===== config.mk =====
export PLATFORM = sky130hd
export DESIGN_NAME = gain_sel_ser
export DESIGN_NICKNAME = d
export VERILOG_FILES = /design/src/rtl/gain_sel_pkg.sv /design/src/rtl/gain_sync.sv /design/src/rtl/gain_pick.sv /design/src/rtl/frame_pack.sv /design/src/rtl/ddr_lane_ser.sv /design/src/rtl/gain_sel_ser.sv
export SDC_FILE = /design/constraint.sdc
export NUM_CORES = 1
export LEC_CHECK = 0
export ABC_AREA = 0
export BUFFER_PORTS_ARGS = -buffer_cell sky130_fd_sc_hd__buf_2
export CORE_MARGIN = 1
export CORE_UTILIZATION = 50
export DETAILED_ROUTE_END_ITERATION = 12
export PLACE_DENSITY = 0.77
export SKIP_LAST_GASP = 1
export SLEW_MARGIN = 20
export SYNTH_ARGS = -nofsm -noshare
export SYNTH_HDL_FRONTEND = slang
export SYNTH_SLANG_ARGS = --single-unit

===== constraint.sdc =====
create_clock -name clk -period 4 [get_ports clk]
set_input_delay 0.4 -clock clk [delete_from_list [all_inputs] [get_ports clk]]
set_output_delay 0.4 -clock clk [all_outputs]
set_load 0.05 [all_outputs]

===== src/rtl/gain_sel_pkg.sv =====
package gain_sel_pkg;
  typedef enum logic {
    PICK_HIGH = 1'b0,
    PICK_LOW  = 1'b1
  } pick_t;

  function automatic int frame_bits(input int sample_w);
    return 2 * sample_w + 2;
  endfunction

  function automatic int frame_cycles(input int sample_w, input int lanes);
    return (frame_bits(sample_w) + 2 * lanes - 1) / (2 * lanes);
  endfunction
endpackage


===== src/rtl/gain_sync.sv =====
module gain_sync #(
  parameter int STAGES = 2
) (
  input  logic clk,
  input  logic rst_n,
  input  logic async_in,
  output logic sync_out
);
  logic [STAGES-1:0] chain_q;

  always_ff @(posedge clk or negedge rst_n) begin
    if (!rst_n) chain_q <= '0;
    else        chain_q <= {chain_q[STAGES-2:0], async_in};
  end

  assign sync_out = chain_q[STAGES-1];
endmodule


===== src/rtl/gain_pick.sv =====
module gain_pick
  import gain_sel_pkg::*;
#(
  parameter int SAMPLE_W = 12
) (
  input  logic [SAMPLE_W-1:0] hi_code,
  input  logic [SAMPLE_W-1:0] lo_code,
  input  logic [SAMPLE_W-1:0] clip_thr,
  input  logic                force_sel,
  output pick_t               pick,
  output logic [SAMPLE_W-1:0] picked_code
);
  always_comb begin
    if (force_sel || (hi_code >= clip_thr)) begin
      pick        = PICK_LOW;
      picked_code = lo_code;
    end else begin
      pick        = PICK_HIGH;
      picked_code = hi_code;
    end
  end
endmodule


===== src/rtl/frame_pack.sv =====
module frame_pack
  import gain_sel_pkg::*;
#(
  parameter int SAMPLE_W = 12,
  localparam int FB = 2 * SAMPLE_W + 2
) (
  input  pick_t               pick,
  input  logic [SAMPLE_W-1:0] mid_code,
  input  logic [SAMPLE_W-1:0] picked_code,
  output logic [FB-1:0]       frame
);
  logic [FB-2:0] body;

  assign body  = {logic'(pick), mid_code, picked_code};
  assign frame = {body, ^body};
endmodule


===== src/rtl/ddr_lane_ser.sv =====
module ddr_lane_ser #(
  parameter int FB    = 26,
  parameter int LANES = 13,
  localparam int CYC   = (FB + 2 * LANES - 1) / (2 * LANES),
  localparam int SLOTS = 2 * LANES * CYC,
  localparam int CNT_W = (CYC > 1) ? $clog2(CYC) : 1
) (
  input  logic             clk,
  input  logic             rst_n,
  input  logic             load,
  input  logic [FB-1:0]    frame_in,
  output logic             ready,
  output logic             active_q,
  output logic             start_q,
  output logic [SLOTS-1:0] slots_q,
  output logic [LANES-1:0] rise_bits,
  output logic [LANES-1:0] fall_bits
);
  logic [CNT_W-1:0] cyc_q;
  logic             last;

  assign last  = (cyc_q == CNT_W'(CYC - 1));
  assign ready = !active_q || last;

  always_ff @(posedge clk or negedge rst_n) begin
    if (!rst_n) begin
      slots_q  <= '0;
      active_q <= 1'b0;
      start_q  <= 1'b0;
      cyc_q    <= '0;
    end else if (load) begin
      slots_q  <= SLOTS'(frame_in) << (SLOTS - FB);
      active_q <= 1'b1;
      start_q  <= 1'b1;
      cyc_q    <= '0;
    end else begin
      start_q <= 1'b0;
      if (active_q) begin
        if (last) begin
          slots_q  <= '0;
          active_q <= 1'b0;
          cyc_q    <= '0;
        end else begin
          slots_q <= slots_q << (2 * LANES);
          cyc_q   <= cyc_q + 1'b1;
        end
      end
    end
  end

  for (genvar l = 0; l < LANES; l++) begin : g_lane
    assign rise_bits[l] = slots_q[SLOTS-1-l];
    assign fall_bits[l] = slots_q[SLOTS-1-LANES-l];
  end
endmodule


===== src/rtl/gain_sel_ser.sv =====
module gain_sel_ser
  import gain_sel_pkg::*;
#(
  parameter int SAMPLE_W  = 12,
  parameter int NUM_LANES = 13,
  parameter int THR_RESET = 4000,
  localparam int FB    = 2 * SAMPLE_W + 2,
  localparam int CYC   = (FB + 2 * NUM_LANES - 1) / (2 * NUM_LANES),
  localparam int SLOTS = 2 * NUM_LANES * CYC
) (
  input  logic                 clk,
  input  logic                 rst_n,
  input  logic                 in_valid,
  output logic                 in_ready,
  input  logic [SAMPLE_W-1:0]  hi_sample,
  input  logic [SAMPLE_W-1:0]  mid_sample,
  input  logic [SAMPLE_W-1:0]  lo_sample,
  input  logic                 thr_load,
  input  logic [SAMPLE_W-1:0]  thr_value,
  input  logic                 force_low,
  output logic [NUM_LANES-1:0] lane_o,
  output logic                 frame_mark
);
  logic [SAMPLE_W-1:0]  thr_q;
  logic                 force_s;
  pick_t                pick;
  logic [SAMPLE_W-1:0]  picked_code;
  logic [FB-1:0]        frame;
  logic                 accept;
  logic                 active_q;
  logic                 start_q;
  logic [SLOTS-1:0]     slots_q;
  logic [NUM_LANES-1:0] rise_bits;
  logic [NUM_LANES-1:0] fall_bits;

  always_ff @(posedge clk or negedge rst_n) begin
    if (!rst_n)        thr_q <= SAMPLE_W'(THR_RESET);
    else if (thr_load) thr_q <= thr_value;
  end

  gain_sync #(.STAGES(2)) u_sync (
    .clk(clk), .rst_n(rst_n), .async_in(force_low), .sync_out(force_s)
  );

  gain_pick #(.SAMPLE_W(SAMPLE_W)) u_pick (
    .hi_code(hi_sample), .lo_code(lo_sample), .clip_thr(thr_q),
    .force_sel(force_s), .pick(pick), .picked_code(picked_code)
  );

  frame_pack #(.SAMPLE_W(SAMPLE_W)) u_pack (
    .pick(pick), .mid_code(mid_sample), .picked_code(picked_code), .frame(frame)
  );

  assign accept = in_valid && in_ready;

  ddr_lane_ser #(.FB(FB), .LANES(NUM_LANES)) u_ser (
    .clk(clk), .rst_n(rst_n), .load(accept), .frame_in(frame),
    .ready(in_ready), .active_q(active_q), .start_q(start_q),
    .slots_q(slots_q), .rise_bits(rise_bits), .fall_bits(fall_bits)
  );

  assign lane_o     = clk ? rise_bits : fall_bits;
  assign frame_mark = clk & start_q;
endmodule


### Yosys cells after proc, flatten, opt, wreduce, memory -nomap -nowiden

Cells that the tools add are included.

| storage, ports and cells | value |
|---|---|
| word-level logic and storage cells | 28 |
| bits in registers | 43 |
| bits of input ports | 53 |

| operators by class | value |
|---|---|
| $add $sub $neg | 1 |
| bitwise logic cells | 2 |
| mux-type cells | 12 |
| reductions and logical operators | 6 |
| $lt $le $gt $ge | 1 |

Operators by type and width:

| operator | number |
|---|---|
| $mux W26 | 2 |
| $reduce_xor A25 Y1 | 1 |
| $mux W13 | 1 |
| $ge A12 B12 Y1 | 1 |
| $mux W12 | 1 |
| $mux W1 | 8 |
| $logic_or A1 B1 Y1 | 2 |
| $reduce_bool A2 Y1 | 1 |
| $add A1 B1 Y1 const B | 1 |
| $and A1 B1 Y1 | 1 |
| $logic_and A1 B1 Y1 | 1 |
| $logic_not A1 Y1 | 1 |
| $not A1 Y1 | 1 |

### Longest topological paths before layout

Gate-level depths: netlist of the first run.

| logic depth | value |
|---|---|
| depth after elaboration | 5 |
| mapped depth | 10 |
| mapped depth without buffers | 9 |

### By module

Synthesis of the first run repeated with hierarchy kept, for this count alone.

| unflattened totals | value |
|---|---|
| cells, all modules | 231 |
| area total of the unflattened synthesis | 2727.6 um^2 |

By module, submodules not included:

| module | area an instance (um^2) | times used | cells each | seq. area each (um^2) |
|---|---|---|---|---|
| ddr_lane_ser | 1191.1 | 1 | 88 | 675.6 |
| gain_sel_ser | 621.8 | 1 | 41 | 307.8 |
| gain_pick | 449.2 | 1 | 53 | 0.0 |
| frame_pack | 415.4 | 1 | 47 | 0.0 |
| gain_sync | 50.0 | 1 | 2 | 50.0 |

==> metrics.txt, run 1 <==
overall power of the completed layout=around 1.9 mW; most used cell, CP=clkbuf_8; overall routing resource usage=0.230; share of total power in sequential cells=0.250; Cell variety after synth=30; switching power summed over all nets=about 0.73 mW; adder-cell share of the synthesized area=0.0601; I/O pin count=68; global-route wire length before repair=between 8000 and 9000 µm; Tightest Pin Transition=0.901 ns; cell area power density=approximately 600 nW/µm²; Post-Route Hold Slack=0.0898 ns; mux contribution to synthesized area=0.125; final-report setup violation count=0; Highest Signal Layer=met4; instance area at placement=2870 µm²; power share of the combinational group=0.134; Synth Register Bits=between 40 and 50; yosys synthesis warning count=0; synthesis-to-layout area growth=26.0%; kind of end point of the critical path=primary output; complex-gate fraction of the synthesized area=0.112; latest clock arrival within the worst-skew pair=between 0.4 and 0.5 ns; Max Transition Viols Final=0; arrival time reported for the critical path endpoint=between 2 and 3 ns; async set or reset register ratio after synthesis=1.00; Final Cell Area=between 3000 and 4000 µm²; total length of routed met3 wires=~290 µm; reported max-cap violation count=0; buffer count from post-CTS setup fixing=0; vias in the first global route=2,039; total area of multi-input combinational cells=approximately 1400 µm²; detailed-route via count=between 1,500 and 2,000; main combinational cell family by area after synthesis=simple AND/OR/NAND/NOR gates; Synth Area in XOR/XNOR=0.118; basic-gate share of the synthesized area counting and, or, nand and nor cells=0.132; Peak supply drop=~0.0004 V; path type of the worst setup path=clock port to primary output; most common library cell in the layout ignoring fill and taps=buf_2; chip height=a little over 70 µm; Wirelength per Cell=13.7 µm; met2 layer wire length in the routed design=about 2600 µm; clk slew on worst S/H paths=around 0.080 ns; clock share of power=0.616; M1 wire length=~2300 µm; biggest area contributors in the synthesized netlist=dfrtp_1 35%, mux2_2 12%, xnor2_1 10%, o21ai_0 7.0%, dfstp_2 6.3%; P_int=around 1.2 mW; share of the synthesized area in the top cell type=0.351; final core utilization=0.662; Crit path required time=3.60 ns; Post-Route Setup TNS=0 ns; final global-route overflow total=0; max incr delay on CP=between 0.2 and 0.3 ns; DRT Pass-1 Iters=4; critical-path cell with the highest stage delay=mux2_2; overall routed net length=5370 µm; final hold vios=0; Main synth FF type=dfrtp_1; type of the most critical hold path=input pin to register; placed cell count=approximately 370; CP Launch Type=clock port; commonest cells after routing, fill and taps aside=66 x buf_2, 37 x nand2_1, 35 x o21ai_0, 35 x dfrtp_1, 29 x xnor2_1; Routability Congestion=~0.75; I/O Buffers=between 60 and 70; Final Net Count=386; fillers=a little over 400; count of unresolved DRC violations after routing=0; Post-Syn Nets=316; fraction of the yosys area taken by sequential cells=0.414; Post-Synthesis Mean Instance Area=~9.9 µm²; clock tree from TritonCTS=built; count of routing violations after the opening detailed-route iteration=81; Synth Cell Area=~2500 µm²; number of antenna violations at the first check in global routing=0; setup repair after global routing missed its margin=no; DP Worst Slack=1.16 ns; Vias per Instance=approximately 5; post-cts gate resize count=0; largest net degree at the start of global routing=53; switching share of power=0.381; HPWL Detailed=3740 µm; flip-flop and latch area=1030 µm²; final std cells w/o fill=391; worst-case clock skew=slightly above 0.007 ns; number of nets with antenna violations after detailed routing=0; width of the die=slightly above 70 µm; Ant. Diodes=0; instance count of the mapped netlist=between 200 and 300; leakage power total=1.48 nW; result of the run=finished clean; worst-case headroom to the max-slew limit=0.399; Cell Chain, Critical Path=clkbuf_8, clkbuf_8, clkbuf_16, mux2_2, buf_2; Critical Path Fanout Max=4; Synth area leader=dfrtp_1; Die Footprint=around 5300 µm²; fin worst setup slack=0.706 ns; number of placement rows=25; Std-Cell Core Area=around 4800 µm²; cts hold-fix bufs=0; initial core utilization=0.525; fraction of layout cells with a size suffix above 1=0.367; count of flip-flops with a built-in enable after synthesis=0
[cell type report]
class	count	share of cell area
Inverter	12	0.0143
Tap cell	67	0.0267
Clock inverter	3	0.0143
Multi-Input combinational cell	186	0.435
Timing Repair Buffer	53	0.0851
Clock buffer	29	0.0959
Sequential cell	41	0.329
[state kept, by name, summed over array words and instances (netlist names)]
signal,cells
thr_q,12
u_ser.active_q,1
u_ser.slots_q,26
u_sync.chain_q,2
[path summary, 6_finish.rpt]
check / start / end / slack (ns) / cells after the start
setup / recovery: clk / lane_o[10] / 0.71 / 5
hold / removal: force_low / u_sync.chain_q[0]$_DFF_PN0_ / 0.09 / 1
setup reg to reg: thr_q[11]$_DFFE_PN1P_ / u_ser.slots_q[0]$_DFFE_PN0P_ / 1.24 / 8
hold reg to reg: u_sync.chain_q[0]$_DFF_PN0_ / u_sync.chain_q[1]$_DFF_PN0_ / 0.37 / 0
max in group asynchronous: rst_n / u_sync.chain_q[0]$_DFF_PN0_ / 3.32 / 1
min in group asynchronous: rst_n / thr_q[1]$_DFFE_PN0P_ / 0.11 / 1
[kinds of logic (layout without fill, tap and decap cells)]
group	after synthesis	after routing
flops	41	41
simple gates	67	67
compound gates	46	46
xor+xnor	32	32
mux	28	28
fa+ha+maj	12	12
other cells	1	1
buf+inv	24	97
[critical path: cells and delay by family]
kind | cells | cell delay (ns)
buffers and inverters | 4 | 0.60
multiplexers | 1 | 0.28
[per-layer routing]
| layer | GRT usage | vias up |
|---|---|---|
| met3 | 0.122 | 14 |
| met2 | 0.328 | 50 |
| met4 | 0.174 | 0 |
| met5 | 0 | - |
| li1 | - | 974 |
| met1 | 0.258 | 912 |
[power by group through the flow]
stage	combinational [mW]	sequential, mW	clock, mW
3_3_place_gp	0.252	0.486	0.459
3_5_place_dp	0.259	0.488	0.459
5_1_grt	0.288	0.486	1.25
2_1_floorplan	0.189	0.478	0.433
4_1_cts	0.261	0.481	1.22
6_report	0.258	0.481	1.19
[Yosys cell counts, drive strengths merged (3+ instances only)]
master / count
clkbuf: 8
nand2: 37
a21oi: 3
o21ai: 35
inv: 12
buf: 4
dfstp: 6
dfrtp: 35
xnor2: 29
nand2b: 25
mux2: 26
ha: 12
Note: power is estimated with default switching activity, not from simulation.
==> run 2, diff against run 1 <==
ABC_AREA = 1   (was 0)
CORE_UTILIZATION = 48   (was 50)
PLACE_DENSITY = 0.76   (was 0.77)
clock period = 2.9 ns   (was 4 ns; I/O delays follow)
==> run 2 against run 1 <==
Against the previous run: power grew 60%; cell count grew 34%; critical endpoint is now lane_o[7]; worst hold slack got worse by 0.083 ns; sequential share of layout area decreased by 3.3 points; largest power group unchanged; sequential cell count unchanged; highest routed layer unchanged; non-clock buffer count grew 3; cell area grew 11%; worst setup slack worse by 0.51 ns; utilization fell by 2.3 points; clock-buffer cell count increased by 7.
==> metrics.txt, run 2 <==
chip height=77.3 µm (+6.4%); register with the most flip-flops=u_ser.slots_q; share of the synthesized area in the top cell type=0.322 (-0.0292); Synth area leader=dfrtp_1; largest net degree at the start of global routing=42 (-21%); Final Net Count=509 (+32%); initial core utilization=0.498 (-0.0275); final hold vios=0 (unchanged); Crit path required time=2.61 ns (-0.99 ns); most common library cell in the layout ignoring fill and taps=nand2_1; clk slew on worst S/H paths=0.08 ns (about the same); Peak supply drop=0.000883 V (+120%); yosys synthesis warning count=0 (unchanged); Wirelength per Cell=11.8 µm (-14%); fraction of the yosys area taken by sequential cells=0.379 (-0.0344); count of flip-flops with a built-in enable after synthesis=0 (unchanged); biggest area contributors in the synthesized netlist=dfrtp_1 32%, nand2_1 18%, inv_1 7.6%, dfstp_2 5.8%, ha_1 5.5%; fraction of layout cells with a size suffix above 1=0.257 (-0.110); Synth Cell Area=2720 µm² (+9.1%); I/O pin count=68 (unchanged); type of the most critical hold path=input pin to asynchronous set/reset pin; CP Launch Type=clock port; Routability Congestion=0.820 (+9.7%); overall power of the completed layout=3.07 mW (+60%); Die Footprint=5980 µm² (+13%); I/O Buffers=66 (unchanged); total area of multi-input combinational cells=1410 µm² (+3.3%); launch point of the worst reg-to-reg path=thr_q[11]$_DFFE_PN1P_; latest clock arrival within the worst-skew pair=0.41 ns (about the same); overall routing resource usage=0.224 (-0.00541); detailed-route via count=2,539 (+30%); worst-case headroom to the max-slew limit=0.387 (-0.0118); Synth Register Bits=41 (unchanged); Ant. Diodes=0 (unchanged); worst setup slack for register-to-register paths=0.24 ns (-1.00 ns); Post-Synthesis Mean Instance Area=7.38 µm² (-26%); DRT Pass-1 Iters=4 (unchanged); instance count of the mapped netlist=369 (+47%); HPWL Detailed=4330 µm (+16%); leading cell types by count after synthesis=133 x nand2_1, 55 x inv_1, 35 x dfrtp_1, 25 x o21ai_0, 20 x nand3_1; vias in the first global route=2,602 (+28%); setup repair after global routing missed its margin=no; async set or reset register ratio after synthesis=1.00 (unchanged); flip-flop and latch area=1030 µm² (unchanged); flip-flop count of the largest register, all copies and words added=26 (unchanged); count of unresolved DRC violations after routing=0 (unchanged); commonest cells after routing, fill and taps aside=131 x nand2_1, 66 x buf_2, 55 x inv_1, 35 x dfrtp_1, 25 x o21ai_0; Critical Path Fanout Max=5 (+1); count of routing violations after the opening detailed-route iteration=113 (+40%); number of nets with antenna violations after detailed routing=0 (unchanged); path type of the worst setup path=clock port to primary output; leakage power total=1.95 nW (+31%); arrival time reported for the critical path endpoint=2.41 ns (-0.48 ns); Cell variety after synth=31 (+3.3%); worst-case clock skew=0.00785 ns (+0.000589 ns); Max Transition Viols Final=0 (unchanged); overall routed net length=6200 µm (+15%); Post-Syn Nets=434 (+37%); Std-Cell Core Area=5470 µm² (+15%); result of the run=finished clean; Vias per Instance=4.85 (-2.7%); number of antenna violations at the first check in global routing=0 (unchanged); Main synth FF type=dfrtp_1; number of placement rows=27 (+8.0%); final-report setup violation count=0 (unchanged); Tightest Pin Transition=0.916 ns (+0.0142 ns); clock tree from TritonCTS=built; leading cell type by number of instances after synthesis=nand2_1; width of the die=77.3 µm (+6.4%); largest registers=u_ser.slots_q: 26 flops, thr_q: 12 flops, u_sync.chain_q: 2 flops; reported max-cap violation count=0 (unchanged); synthesis-to-layout area growth=28.3%; fillers=463 (+14%); cell area power density=880 nW/µm² (+44%); worst r2r dst=u_ser.slots_q[0]$_DFFE_PN0P_; final core utilization=0.639 (-0.0228); global-route wire length before repair=10,300 µm (+18%); kind of end point of the critical path=primary output; final global-route overflow total=0 (unchanged); R2R depth=17 (+9)
[run 2: changes by cell type after synthesis, sizes merged, moves of 5 or more]
| cell | delta |
|---|---|
| xnor2 | -21 |
| nor2 | +5 |
| nand3 | +21 |
| o21ai | -6 |
| mux2 | -25 |
| nand3b | +6 |
| a22o | +9 |
| inv | +46 |
| o22ai | +12 |
| nand2b | -24 |
| nand2 | +103 |
[run 2: routing by layer]
| layer | global-route usage | part of all wire | up-vias |
|---|---|---|---|
| met4 | 0.172 | 0.023 | 0 |
| met5 | 0 | 0 | - |
| met3 | 0.0941 | 0.069 | 17 |
| li1 | - | - | 1315 |
| met1 | 0.253 | 0.47 | 1117 |
| met2 | 0.335 | 0.44 | 90 |
[run 2: area by class of cell]
| class | count | area share |
|---|---|---|
| clock buffer | 36 | 0.121 |
| clock inverter | 4 | 0.00608 |
| inverter | 57 | 0.0612 |
| multi-input combinational | 257 | 0.404 |
| sequential | 41 | 0.296 |
| tap | 72 | 0.0258 |
| timing repair buffer | 56 | 0.0859 |
[run 2: cell families after synthesis]
kind of cell	synth area share
compound gates	0.123
xor+xnor	0.0386
fa+ha+maj	0.0551
buf+inv	0.109
flops	0.379
mux	0.00413
other cells	0.00138
simple gates	0.289
[run 2: how the worst max path moves through the flow]
| stage | from | to | cells past startpoint |
|---|---|---|---|
| 2_1_floorplan | clk | lane_o[10] | 3 |
| 3_3_place_gp | thr_q[11]$_DFFE_PN1P_ | u_ser.slots_q[0]$_DFFE_PN0P_ | 17 |
| 3_5_place_dp | thr_q[11]$_DFFE_PN1P_ | u_ser.slots_q[0]$_DFFE_PN0P_ | 20 |
| 4_1_cts | thr_q[11]$_DFFE_PN1P_ | u_ser.slots_q[0]$_DFFE_PN0P_ | 20 |
| 5_1_grt | thr_q[11]$_DFFE_PN1P_ | u_ser.slots_q[0]$_DFFE_PN0P_ | 21 |
| 6_report | clk | lane_o[7] | 5 |
[run 2: timing repair]
action                                 4_1_cts  5_1_grt
hold buffers                                 1        0
endpoints found under the hold margin        1        0
buffers inserted                             0        3
gates resized for setup                      0        5
setup endpoints to repair                    0        1
[run 2: power by group]
part           internal [mW]  switching [mW]
Sequential             0.634          0.0198
Combinational          0.181           0.283
Clock                  0.938            1.02
Total                   1.75            1.32
[run 2: per-stage QoR]
| step | area (µm²) | instances | hold WS, ns | TNS, ns | setup slack (ns) |
|---|---|---|---|---|---|
| floorplan | 2720 | 369 | -0.00559 | -2.40 | -0.294 |
| CTS | 3450 | 519 | 0.0414 | 0 | 0.177 |
| global placement | 3070 | 493 | 0.332 | 0 | 0.299 |
| global route | 3500 | 523 | 0.0756 | 0 | 0.00784 |
| detailed placement | 3070 | 493 | 0.338 | 0 | 0.187 |
| finish | 3500 | 523 | 0.00716 | 0 | 0.198 |
[run 2: critical path, stage by stage]
cell,delay (ns)
clkbuf_8,0.12
clkbuf_8,0.16
clkbuf_16,0.15
o21ai_0,0.22
buf_2,0.32
==> run 3, diff against run 2 <==
CORE_ASPECT_RATIO = 0.8   (was default)
GPL_TIMING_DRIVEN = 0   (was default)
==> run 3 against run 2 <==
Against the previous run: die area barely moved; clock skew rose by 0.0026 ns; worst setup slack worse by 0.16 ns; first-iteration DRC count rose by 13%; via count grew 10%; cell count up 4.0%; sequential power grew 0.6%; non-clock buffer count up 17; register-to-register slack got worse by 0.06 ns; critical path depth increased by 3; critical endpoint is now lane_o[6]; highest routed layer unchanged.
==> metrics.txt, run 3 (synthesized netlist as in run 2, its figures left out) <==
count of unresolved DRC violations after routing=0 (unchanged); cell area power density=911 nW/µm² (+3.6%); crit-path leading delay family=buffers and inverters; Routability Congestion=0.790 (-3.7%); latest clock arrival within the worst-skew pair=0.42 ns (about the same); Wirelength per Cell=13.7 µm (+15%); HPWL Detailed=5030 µm (+16%); reported max-cap violation count=0 (unchanged); DRT Pass-1 Iters=4 (unchanged); overall routing resource usage=0.266 (+0.0413); Final Cell Area=3700 µm² (+5.9%); max incr delay on CP=0.18 ns (-0.14 ns); result of the run=finished clean; final core utilization=0.677 (+0.0384); synthesis-to-layout area growth=35.9%; largest registers=u_ser.slots_q: 26 flops, thr_q: 12 flops, u_sync.chain_q: 2 flops; Max Transition Viols Final=0 (unchanged); number of nets with antenna violations after detailed routing=0 (unchanged); DP Worst Slack=0.224 ns (+0.0370 ns); CP Launch Type=clock port; most used cell, CP=clkbuf_8; commonest cells after routing, fill and taps aside=128 x nand2_1, 55 x inv_1, 55 x buf_2, 35 x dfrtp_1, 20 x nand3_1; count of routing violations after the opening detailed-route iteration=128 (+13%); worst-case clock skew=0.0105 ns (+0.00261 ns); arrival time reported for the critical path endpoint=2.57 ns (+0.16 ns); worst r2r dst=u_ser.slots_q[0]$_DFFE_PN0P_; Final Net Count=527 (+3.5%); Cell Chain, Critical Path=clkbuf_8, clkbuf_8, clkbuf_8, clkbuf_8, clkbuf_8, clkbuf_8, o21ai_2, buf_6; flip-flop count of the largest register, all copies and words added=26 (unchanged); register with the most flip-flops=u_ser.slots_q; launch point of the worst reg-to-reg path=thr_q[7]$_DFFE_PN1P_; Crit path required time=2.61 ns (about the same); Peak supply drop=0.000714 V (-19%); global-route wire length before repair=11,900 µm (+15%); largest net degree at the start of global routing=42 (unchanged); Std-Cell Core Area=5470 µm² (-0.14%); worst setup slack for register-to-register paths=0.18 ns (-0.06 ns); final hold vios=0 (unchanged); detailed-route via count=2,793 (+10%); vias in the first global route=2,869 (+10%); Critical path buffers and inverters=7 (+3); Ant. Diodes=0 (unchanged); Tightest Pin Transition=0.937 ns (+0.0209 ns); number of antenna violations at the first check in global routing=0 (unchanged); clock tree from TritonCTS=built; fin worst setup slack=0.0374 ns (-0.160 ns); overall routed net length=7430 µm (+20%); chip height=69.4 µm (-10%); final global-route overflow total=0 (unchanged); instance area at placement=3150 µm² (+2.8%); R2R depth=23 (+6); most common library cell in the layout ignoring fill and taps=nand2_1; kind of end point of the critical path=primary output; overall power of the completed layout=3.37 mW (+9.7%); I/O pin count=68 (unchanged); Die Footprint=5980 µm² (about the same); initial core utilization=0.498 (+0.000684); number of placement rows=24 (-11%); leakage power total=2.02 nW (+3.9%); critical-path cell with the highest stage delay=buf_6; Critical Path Fanout Max=5 (unchanged); fraction of layout cells with a size suffix above 1=0.303 (+0.0454); worst-case headroom to the max-slew limit=0.376 (-0.0117); I/O Buffers=66 (unchanged); clk slew on worst S/H paths=0.09 ns (about the same); Vias per Instance=5.13 (+5.8%); width of the die=86.2 µm (+11%); final-report setup violation count=0 (unchanged); path type of the worst setup path=clock port to primary output; type of the most critical hold path=input pin to asynchronous set/reset pin
## run 3: report_power, final
group / internal (mW) / switching, mW
sequential: 0.634 / 0.0238
combinational: 0.196 / 0.309
clock: 1.08 / 1.13
total: 1.91 / 1.46
## run 3: worst reg2reg max path, delay by kind of cell, from the launching register on
family        cells  cell delay [ns]
fa+ha+maj         1             0.30
simple gates     19             1.56
buf+inv           3             0.26
flops             1             0.52
## run 3: worst max path at each step
stage | slack [ns] | endpoint | cells past startpoint | startpoint
global placement | 0.29 | u_ser.slots_q[0]$_DFFE_PN0P_ | 21 | thr_q[11]$_DFFE_PN1P_
finish | 0.04 | lane_o[6] | 8 | clk
floorplan | -0.29 | lane_o[10] | 3 | clk
CTS | 0.05 | lane_o[12] | 8 | clk
detailed placement | 0.22 | u_ser.slots_q[0]$_DFFE_PN0P_ | 22 | thr_q[11]$_DFFE_PN1P_
global route | -0.02 | u_ser.slots_q[0]$_DFFE_PN0P_ | 21 | thr_q[11]$_DFFE_PN1P_
## run 3: stage by stage
| step | instances | hold slack [ns] | TNS (ns) |
|---|---|---|---|
| after global routing | 544 | 0.0560 | -0.0212 |
| final | 544 | 0.0104 | 0 |
| after floorplan | 369 | -0.00559 | -2.40 |
| after detailed placement | 513 | 0.339 | 0 |
| after global placement | 513 | 0.335 | 0 |
| after CTS | 536 | 0.0323 | 0 |
## run 3: layout make-up
type | instances | area (µm²)
fill | 458 | 1760
clock inverter | 6 | 77.6
sequential | 41 | 1030
tap | 78 | 97.6
inverter | 57 | 214
multi-input combinational | 257 | 1480
clock buffer | 32 | 377
timing repair buffer | 60 | 323
buffer | 13 | 101
## run 3: metal layers
metal / track usage / up-vias / share of wire / wire [µm]
li1: - / 1355 / - / -
met1: 0.300 / 1258 / 0.40 / 2940
met2: 0.376 / 149 / 0.47 / 3520
met3: 0.133 / 31 / 0.10 / 749
met4: 0.213 / 0 / 0.029 / 217
met5: 0 / - / 0 / 0
## run 3: repair_timing
action,4_1_cts,5_1_grt
setup endpoints to repair,14,1
buffers inserted,2,7
pin swaps,7,4
gates cloned,0,1
hold endpoints to repair,1,0
gates resized for setup,57,7
hold buffers,1,0
